`config.mk`:
```
export PLATFORM = sky130hd
export DESIGN_NAME = clkmode_detect
export DESIGN_NICKNAME = d
export VERILOG_FILES = /design/src/rtl/clkmode_pkg.sv /design/src/rtl/clkmode_sync.sv /design/src/rtl/clkmode_ratio.sv /design/src/rtl/clkmode_bclk.sv /design/src/rtl/clkmode_deemph.sv /design/src/rtl/clkmode_detect.sv
export SDC_FILE = /design/constraint.sdc
export NUM_CORES = 1
export LEC_CHECK = 0
export CAP_MARGIN = 20
export CORE_ASPECT_RATIO = 0.5
export CORE_MARGIN = 3
export CORE_UTILIZATION = 40
export CTS_CLUSTER_SIZE = 16
export DETAILED_ROUTE_END_ITERATION = 7
export GPL_TIMING_DRIVEN = 0
export SKIP_LAST_GASP = 1
export SLEW_MARGIN = 20
export SYNTH_ARGS = -nofsm -noshare
export SYNTH_HDL_FRONTEND = slang
export SYNTH_SLANG_ARGS = --single-unit
```
`constraint.sdc`:
```
create_clock -name clk -period 3.2 [get_ports clk]
set_input_delay 0.48 -clock clk [delete_from_list [all_inputs] [get_ports clk]]
set_output_delay 0.48 -clock clk [all_outputs]
set_load 0.05 [all_outputs]
```
`src/rtl/clkmode_pkg.sv`:
```
package clkmode_pkg;
  typedef enum logic [2:0] {
    RATIO_128  = 3'd0,
    RATIO_192  = 3'd1,
    RATIO_256  = 3'd2,
    RATIO_384  = 3'd3,
    RATIO_512  = 3'd4,
    RATIO_NONE = 3'd7
  } ratio_e;

  localparam int NUM_RATIOS = 5;

  // multiplier of the ratio unit for each code: 2,3,4,6,8
  function automatic int ratio_mult(input int idx);
    return (2 + (idx & 1)) << (idx >> 1);
  endfunction
endpackage

```
`src/rtl/clkmode_sync.sv`:
```
module clkmode_sync #(
  parameter int STAGES = 2
) (
  input  logic clk,
  input  logic rst_n,
  input  logic async_i,
  output logic level_o,
  output logic level_d_o
);
  logic [STAGES:0] sh;

  always_ff @(posedge clk or negedge rst_n) begin
    if (!rst_n) sh <= '0;
    else        sh <= {sh[STAGES-1:0], async_i};
  end

  assign level_o   = sh[STAGES-1];
  assign level_d_o = sh[STAGES];
endmodule

```
`src/rtl/clkmode_ratio.sv`:
```
module clkmode_ratio
  import clkmode_pkg::*;
#(
  parameter int UNIT = 64,
  parameter int TOL  = 2
) (
  input  logic   clk,
  input  logic   rst_n,
  input  logic   frame_rise,
  output ratio_e code_o,
  output logic   high_rate_o,
  output logic   valid_o
);
  localparam int CNT_W = $clog2(UNIT * 8 + TOL + 2);
  localparam logic [CNT_W-1:0] CNT_MAX = '1;

  logic [CNT_W-1:0]      cnt;
  logic                  seen;
  ratio_e                prev, cls;
  logic [NUM_RATIOS-1:0] hit;

  for (genvar g = 0; g < NUM_RATIOS; g++) begin : g_win
    localparam int R = UNIT * ratio_mult(g);
    localparam logic [CNT_W-1:0] LO = CNT_W'(R - TOL);
    localparam logic [CNT_W-1:0] HI = CNT_W'(R + TOL);
    assign hit[g] = (cnt >= LO) && (cnt <= HI);
  end

  always_comb begin
    cls = RATIO_NONE;
    for (int i = 0; i < NUM_RATIOS; i++)
      if (hit[i]) cls = ratio_e'(3'(i));
  end

  always_ff @(posedge clk or negedge rst_n) begin
    if (!rst_n) begin
      cnt         <= '0;
      seen        <= 1'b0;
      prev        <= RATIO_NONE;
      code_o      <= RATIO_NONE;
      high_rate_o <= 1'b0;
      valid_o     <= 1'b0;
    end else if (frame_rise) begin
      cnt  <= CNT_W'(1);
      seen <= 1'b1;
      if (seen) begin
        prev <= cls;
        if (cls != RATIO_NONE && cls == prev) begin
          valid_o     <= 1'b1;
          code_o      <= cls;
          high_rate_o <= (cls == RATIO_128) || (cls == RATIO_192);
        end else begin
          valid_o <= 1'b0;
        end
      end
    end else if (cnt != CNT_MAX) begin
      cnt <= cnt + 1'b1;
    end
  end
endmodule

```
`src/rtl/clkmode_bclk.sv`:
```
module clkmode_bclk #(
  parameter int EDGES = 16,
  parameter int QUIET = 2
) (
  input  logic clk,
  input  logic rst_n,
  input  logic frame_rise,
  input  logic pin_rise,
  output logic ext_o
);
  localparam int EW = $clog2(EDGES + 1);
  localparam int QW = $clog2(QUIET + 1);
  localparam logic [EW-1:0] EDGES_L = EW'(EDGES);
  localparam logic [QW-1:0] QUIET_L = QW'(QUIET);

  logic [EW-1:0] edge_cnt, edge_nxt;
  logic [QW-1:0] quiet, quiet_nxt;

  always_comb begin
    if (frame_rise)        edge_nxt = pin_rise ? EW'(1) : '0;
    else if (pin_rise && edge_cnt != EDGES_L) edge_nxt = edge_cnt + 1'b1;
    else                   edge_nxt = edge_cnt;
    quiet_nxt = quiet;
    if (frame_rise) begin
      if (edge_cnt != '0)        quiet_nxt = '0;
      else if (quiet != QUIET_L) quiet_nxt = quiet + 1'b1;
    end
  end

  always_ff @(posedge clk or negedge rst_n) begin
    if (!rst_n) begin
      edge_cnt <= '0;
      quiet    <= '0;
      ext_o    <= 1'b0;
    end else begin
      edge_cnt <= edge_nxt;
      quiet    <= quiet_nxt;
      if (frame_rise && quiet_nxt == QUIET_L) ext_o <= 1'b0;
      if (pin_rise && edge_nxt == EDGES_L)    ext_o <= 1'b1;
    end
  end
endmodule

```
`src/rtl/clkmode_deemph.sv`:
```
module clkmode_deemph #(
  parameter int RUN = 5
) (
  input  logic clk,
  input  logic rst_n,
  input  logic frame_fall,
  input  logic pin_lvl,
  output logic state_o
);
  localparam int RW = $clog2(RUN + 1);
  localparam logic [RW-1:0] RUN_L = RW'(RUN);

  logic          last;
  logic [RW-1:0] run, run_nxt;

  always_comb begin
    if (pin_lvl != last)    run_nxt = RW'(1);
    else if (run != RUN_L)  run_nxt = run + 1'b1;
    else                    run_nxt = run;
  end

  always_ff @(posedge clk or negedge rst_n) begin
    if (!rst_n) begin
      last    <= 1'b0;
      run     <= '0;
      state_o <= 1'b0;
    end else if (frame_fall) begin
      last <= pin_lvl;
      run  <= run_nxt;
      if (run_nxt == RUN_L) state_o <= ~pin_lvl;
    end
  end
endmodule

```
`src/rtl/clkmode_detect.sv`:
```
module clkmode_detect
  import clkmode_pkg::*;
#(
  parameter int SYNC_STAGES = 2,
  parameter int RATIO_UNIT  = 64,
  parameter int RATIO_TOL   = 2,
  parameter int EDGE_COUNT  = 16,
  parameter int QUIET_FRAMES = 2,
  parameter int DEM_RUN     = 5
) (
  input  logic       clk,
  input  logic       rst_n,
  input  logic       frame_clk_i,
  input  logic       mode_pin_i,
  output logic [2:0] ratio_code_o,
  output logic       ratio_valid_o,
  output logic       high_rate_o,
  output logic       ext_bclk_o,
  output logic       deemph_o
);
  logic   fr_lvl, fr_lvl_d, pin_lvl, pin_lvl_d;
  logic   frame_rise, frame_fall, pin_rise, dem_state;
  ratio_e code;

  clkmode_sync #(.STAGES(SYNC_STAGES)) u_sync_fr (
    .clk(clk), .rst_n(rst_n), .async_i(frame_clk_i),
    .level_o(fr_lvl), .level_d_o(fr_lvl_d));

  clkmode_sync #(.STAGES(SYNC_STAGES)) u_sync_pin (
    .clk(clk), .rst_n(rst_n), .async_i(mode_pin_i),
    .level_o(pin_lvl), .level_d_o(pin_lvl_d));

  assign frame_rise = fr_lvl & ~fr_lvl_d;
  assign frame_fall = ~fr_lvl & fr_lvl_d;
  assign pin_rise   = pin_lvl & ~pin_lvl_d;

  clkmode_ratio #(.UNIT(RATIO_UNIT), .TOL(RATIO_TOL)) u_ratio (
    .clk(clk), .rst_n(rst_n), .frame_rise(frame_rise),
    .code_o(code), .high_rate_o(high_rate_o), .valid_o(ratio_valid_o));

  clkmode_bclk #(.EDGES(EDGE_COUNT), .QUIET(QUIET_FRAMES)) u_bclk (
    .clk(clk), .rst_n(rst_n), .frame_rise(frame_rise),
    .pin_rise(pin_rise), .ext_o(ext_bclk_o));

  clkmode_deemph #(.RUN(DEM_RUN)) u_dem (
    .clk(clk), .rst_n(rst_n), .frame_fall(frame_fall),
    .pin_lvl(pin_lvl), .state_o(dem_state));

  assign ratio_code_o = code;
  assign deemph_o     = dem_state & ~ext_bclk_o & ~high_rate_o;
endmodule

```
# Word level (Yosys, flattened, before mapping)
# Cells that the tools add are included.
# word_totals
out_inout_bits,7
in_bits,4
register_bits,38
# classes
n_reduce_logical,17
muxes,18
n_bitwise,11
n_lt_le_gt_ge,10
add_sub_neg,4
eq_ne,11
# op_table
cell,count
3-bit two-way mux,7
10-bit by 8-bit greater-or-equal comparator with 1-bit output (second input constant),2
10-bit by 9-bit greater-or-equal comparator with 1-bit output (second input constant),2
10-bit by 8-bit less-or-equal comparator with 1-bit output (second input constant),2
10-bit by 9-bit less-or-equal comparator with 1-bit output (second input constant),2
10-bit two-way mux,2
10-bit by 1-bit adder with 10-bit output (second input constant),1
10-bit by 7-bit greater-or-equal comparator with 1-bit output (second input constant),1
10-bit less-or-equal comparator (second input constant),1
5-bit two-way mux,2
10-bit != test (second input constant),1
1-bit logical AND,9
2-bit two-way mux,3
3-bit != test (second input constant),2
1-bit inverter,6
5-bit by 1-bit adder with 5-bit output (second input constant),1
1-bit bitwise AND,5
5-bit == test (second input constant),1
5-bit != test (second input constant),1
5-bit nonzero test,1
1-bit two-way mux,4
2-bit AND reduction,2
2-bit nonzero test,2
3-bit by 1-bit adder with 3-bit output (second input constant),1
10 further kinds,10

# Longest topological paths before layout
# depth
ltp_word,10
depth_mapped,8
mapped_depth_nobuf,8

# Cells and area by module
# A second synthesis with hierarchy kept.
# hier_totals
hier_cells,217
area_unflattened_um2,2203.4
# modules_own_cells
module,cells_per_inst,area_each_um2,instances
clkmode_ratio,130,1208.7,1
clkmode_bclk,50,518.0,1
clkmode_deemph,27,295.3,1
clkmode_sync,3,75.1,2
clkmode_detect,4,31.3,1

# Worst setup path after synthesis
# No wires, ideal clock.
# synth_path
path_type,flip-flop to output port
startpoint,register u_bclk.ext_o
endpoint,output deemph_o
setup_slack_ns,0.926
stages_incl_launch_ff,2
n_path_buf,0
t_arrival_ns,1.794
path_cell_list,dfrtp_1 > nor3b_1
# synth_via
elab_chain_len,3
# synth_lines
item,line,source
"start, declared",clkmode_bclk.sv:9,output logic ext_o
"start signal, assigned",clkmode_bclk.sv:34,ext_o <= 1'b0;
"start signal, assigned",clkmode_bclk.sv:38,if (frame_rise && quiet_nxt == QUIET_L) ext_o <= 1'b0;
"start signal, assigned",clkmode_bclk.sv:39,if (pin_rise && edge_nxt == EDGES_L) ext_o <= 1'b1;
1-bit inverter,clkmode_detect.sv:50,assign deemph_o = dem_state & ~ext_bclk_o & ~high_rate_o;
1-bit bitwise AND (2 in a row),clkmode_detect.sv:50,
"end, declared",clkmode_detect.sv:19,output logic deemph_o
# Every way passes these cells.

# Final worst setup path
# layout_path
startpoint,register u_ratio.cnt[0]
endpoint,register u_ratio.code_o[1]
# layout_via
elab_chain_len,10
# layout_lines
item,line,source
"start, declared",clkmode_ratio.sv:17,logic [CNT_W-1:0] cnt;
"start signal, assigned",clkmode_ratio.sv:57,cnt <= cnt + 1'b1;
10-bit by 7-bit greater-or-equal comparator with 1-bit output or 10-bit by 8-bit less-or-equal comparator with 1-bit output (tied branches),clkmode_ratio.sv:26,assign hit[g] = (cnt >= LO) && (cnt <= HI);
1-bit logical AND,clkmode_ratio.sv:26,
3-bit two-way mux (4 in a row),clkmode_ratio.sv:32,if (hit[i]) cls = ratio_e'(3'(i));
3-bit two-way mux *,clkmode_ratio.sv:32,
3-bit != test or 3-bit == test (tied branches),clkmode_ratio.sv:48,if (cls != RATIO_NONE && cls == prev) begin
1-bit logical AND,clkmode_ratio.sv:48,
3-bit AND reduction (no source line),--,
"end signal, assigned",clkmode_ratio.sv:50,code_o <= cls;
"end, declared",clkmode_ratio.sv:10,"output ratio_e code_o,"
# Every way passes the cells marked *; elsewhere a longest branch is shown, timed or not.
# A chain may end at the register's enable or synchronous reset.

==> results.py <==
metrics = {
    "critical_path": {
        "critical_path.startpoint": "u_ratio.cnt[0]",
        "cp_data_arrival_time_ns": 2.59,
        "path_class": "register to register",
        "critPathTopFamily": "compound AO/OA/AOI/OAI gates",
        "cp_max_fo": 7,
        "startpoint_type": "register",
        "crit_slowest_cell": "o21ai_0",
        "r2r-start": "u_ratio.cnt[0]",
        "r2r_slack_ns": 0.82,
        "crit_required_ns": 3.41,
        "critPathMaxStageDelay_ns": 0.51,
        "endpoint_kind": "register",
        "path_buf_inv": 1,
        "path_cells": "inv_1 -> ha_1 -> nor2b_1 -> a22oi_1 -> o21ai_0 -> nor3_1 -> or4_1 -> o211ai_1",
    },
    "clock_network": {
        "post_cts_buffers": 0,
        "clk_pin_slew_ns": 0.08,
        "cts.hold.buffers_added": 0,
        "cts_sinks": 38,
        "cts_tree": "built",
        "cts_inserted_buffers": 5,
        "cts.path.max_buffers": 2,
        "cts-root-buf": "clkbuf_8",
        "post_cts_resized": 0,
        "clk_latency_ns": 0.29,
        "h-tree-depth": 2,
    },
    "synth": {
        "syn-cell-area_mm2": 0.002068,
        "synth-seq-area-share_pct": 46.34,
        "ys_types": 48,
        "yosys.area.top_type": "dfrtp_1",
        "synth-edff-count": 0,
        "synthesis.nets": 224,
        "yosys_warnings": 0,
        "async_reset_ff_share_pct": 100.0,
        "ys.flop_type": "dfrtp_1",
        "syn_area_per_cell_um2": 9.710,
        "synth_area_leaders": "dfrtp_1 39%, dfstp_2 7.6%, nand2_1 4.4%",
        "synth.top_cell.area_share_pct": 38.72,
        "syn_inst": 213,
        "ys_seq_elements": 38,
    },
    "die": {
        "dieArea_mm2": 0.006122,
        "fp.dieW_um": 107.7,
        "core-area_mm2": 0.004679,
        "start_util_pct": 44.20,
        "die_h_um": 56.85,
        "io_pins": 11,
        "rows": 17,
    },
    "global_route": {
        "grt_antenna_before_repair": 0,
        "grt_pass1_wl_um": 7610,
        "met3_usage_pct": 4.133,
        "gr-usage-met1_pct": 21.56,
        "first_global_vias": 1607,
        "grt_usage_pct": 15.42,
        "grtUsageMet2_pct": 23.85,
        "overflow": 0,
        "busiest_layer": "met2",
        "grt_max_degree": 30,
    },
    "power_and_ir_drop": {
        "power_density_mw_per_mm2": 654.3,
        "p_total_mw": 1.576,
        "leakage_nw": 1.041,
        "ir_drop_v": 0.0002514,
    },
    "drt": {
        "via_per_inst": 5.252,
        "drtAntennaViolNets": 0,
        "first_pass_iters": 4,
        "drcViolationCount": 0,
        "routed_wl_um": 3995,
        "drt_iter0_markers": 63,
        "dr_total_vias": 1565,
        "routedWlPerCell_um": 13.41,
    },
    "sta": {
        "fin_crit_sh_pct": 74.42,
        "tightestPinTransition_ns": 0.6010,
        "slew_headroom_pct": 59.51,
        "fmaxAchievable_ghz": 0.4199,
        "fin_crit_ns": 2.382,
        "tns_ns": 0,
        "hold_viol": 0,
        "drv_slew": 0,
        "setup_violations": 0,
        "clock_skew_ns": 0.008326,
        "rsz0062_at_grt": "false",
    },
    "place": {
        "placed_area_mm2": 0.002266,
        "dp_hpwl_um": 2927,
        "port_buffers": 10,
        "place_congestion": 0.8722,
        "place_inst": 290,
    },
    "cells_and_area": {
        "layout_commonest_cell": "dfrtp_1",
        "design_area_mm2": 0.002409,
        "drive_above_1_share_pct": 14.22,
        "final_cell_mix": "32 x dfrtp_1, 24 x nand2_1, 17 x nor2_1",
        "fillers": 446,
        "synthToLayoutAreaGrowth_pct": 16.45,
        "n_antenna_cell": 0,
        "fin_cells": 298,
        "fin_nets": 242,
    },
    "outcome": {
        "outcome": "complete, no violations",
    },
    "hold_path": {
        "hp-class": "primary input to asynchronous set/reset pin",
    },
    "run": {
        "cap_violations": 0,
    },
}
-- layer usage --
layer / part of all wire [%] / vias up / wire length [um]
met2: 44 / 19 / 1760
met5: 0 / - / 0
met3: 2.7 / 7 / 109
met1: 52 / 751 / 2081
met4: 1.1 / 0 / 43
li1: - / 788 / -
-- worst register-to-register path: stages (launching register included) --
cell      delay [ns]
dfrtp_1         0.48
inv_1           0.13
ha_1            0.15
nor2b_1         0.17
a22oi_1         0.10
o21ai_0         0.51
nor3_1          0.14
or4_1           0.43
o211ai_1        0.19
-- flip-flops by register name (all words and copies together), names as in the netlist, 2 cells and up --
signal,count
u_ratio.cnt,10
u_ratio.prev,3
u_bclk.edge_cnt,5
u_sync_fr.sh,3
u_bclk.quiet,2
u_dem.run,3
u_ratio.code_o,3
u_sync_pin.sh,3
-- final timing paths --
| kind | end | cells past startpoint |
|---|---|---|
| worst max-delay path | u_ratio.code_o[1] | 8 |
| worst min-delay path | u_ratio.valid_o | 1 |
| worst max register to register | u_ratio.code_o[1] | 8 |
| worst min register to register | u_sync_fr.sh[1] | 0 |
| max in group asynchronous | u_ratio.code_o[1] | 2 |
| min in group clk | u_sync_fr.sh[1] | 0 |
-- cells by family (layout without fill, tap and decap cells) --
| kind of cell | Yosys count | count (layout) | synth area share (%) |
|---|---|---|---|
| AO/OA/AOI/OAI | 43 | 43 | 14.16 |
| XOR/XNOR | 12 | 12 | 5.445 |
| adder cells (fa/ha/maj) | 7 | 7 | 4.235 |
| buffers and inverters | 22 | 41 | 5.384 |
| flip-flops | 38 | 38 | 46.34 |
| multiplexers | 4 | 4 | 2.238 |
| AND/OR/NAND/NOR | 87 | 87 | 22.20 |
-- layout make-up --
cell class	count	area [um2]	area share, %
Inverter	12	45.04	1.870
Tap cell	66	82.58	3.429
Clock buffer	6	82.58	3.429
Sequential cell	38	958.4	39.79
Multi-Input combinational cell	153	998.5	41.45
Clock inverter	2	60.06	2.494
Timing Repair Buffer	11	115.1	4.779
Buffer	10	66.31	2.753
-- metrics by stage --
step           hold slack [ns]  worst slack (ns)  utilization [%]
2_1_floorplan           0.1844            0.9259                -
3_3_place_gp            0.3331            0.7287            48.10
3_5_place_dp            0.3362            0.8402            48.42
4_1_cts                0.04650            0.8123            51.47
5_1_grt                0.04628            0.6173            51.47
6_report               0.04358            0.8184            51.47
-- synthesized netlist by cell type, types with 2 or more instances --
cell      instances
a211oi_1          4
nand2b_1          4
nor3_1            6
o31ai_1           5
ha_1              7
nand2_1          24
or2_2             2
xnor2_1           5
buf_2             2
o21ai_0          14
o221ai_1          2
nor2_1           17
clkbuf_1          4
nor3b_1           2
dfrtp_1          32
dfstp_2           6
o211ai_1          3
buf_6             3
xor2_1            6
nor2b_1           6
and2_1            3
a21oi_1           5
mux2i_1           2
inv_1            12
or4_1             2
nand3_1           8
nand4_1           6
-- power breakdown --
group / internal, mW / switching, mW
clock network: 0.333 / 0.181
registers: 0.567 / 0.0740
logic: 0.171 / 0.250
Power figures use the tool's default switching activity.
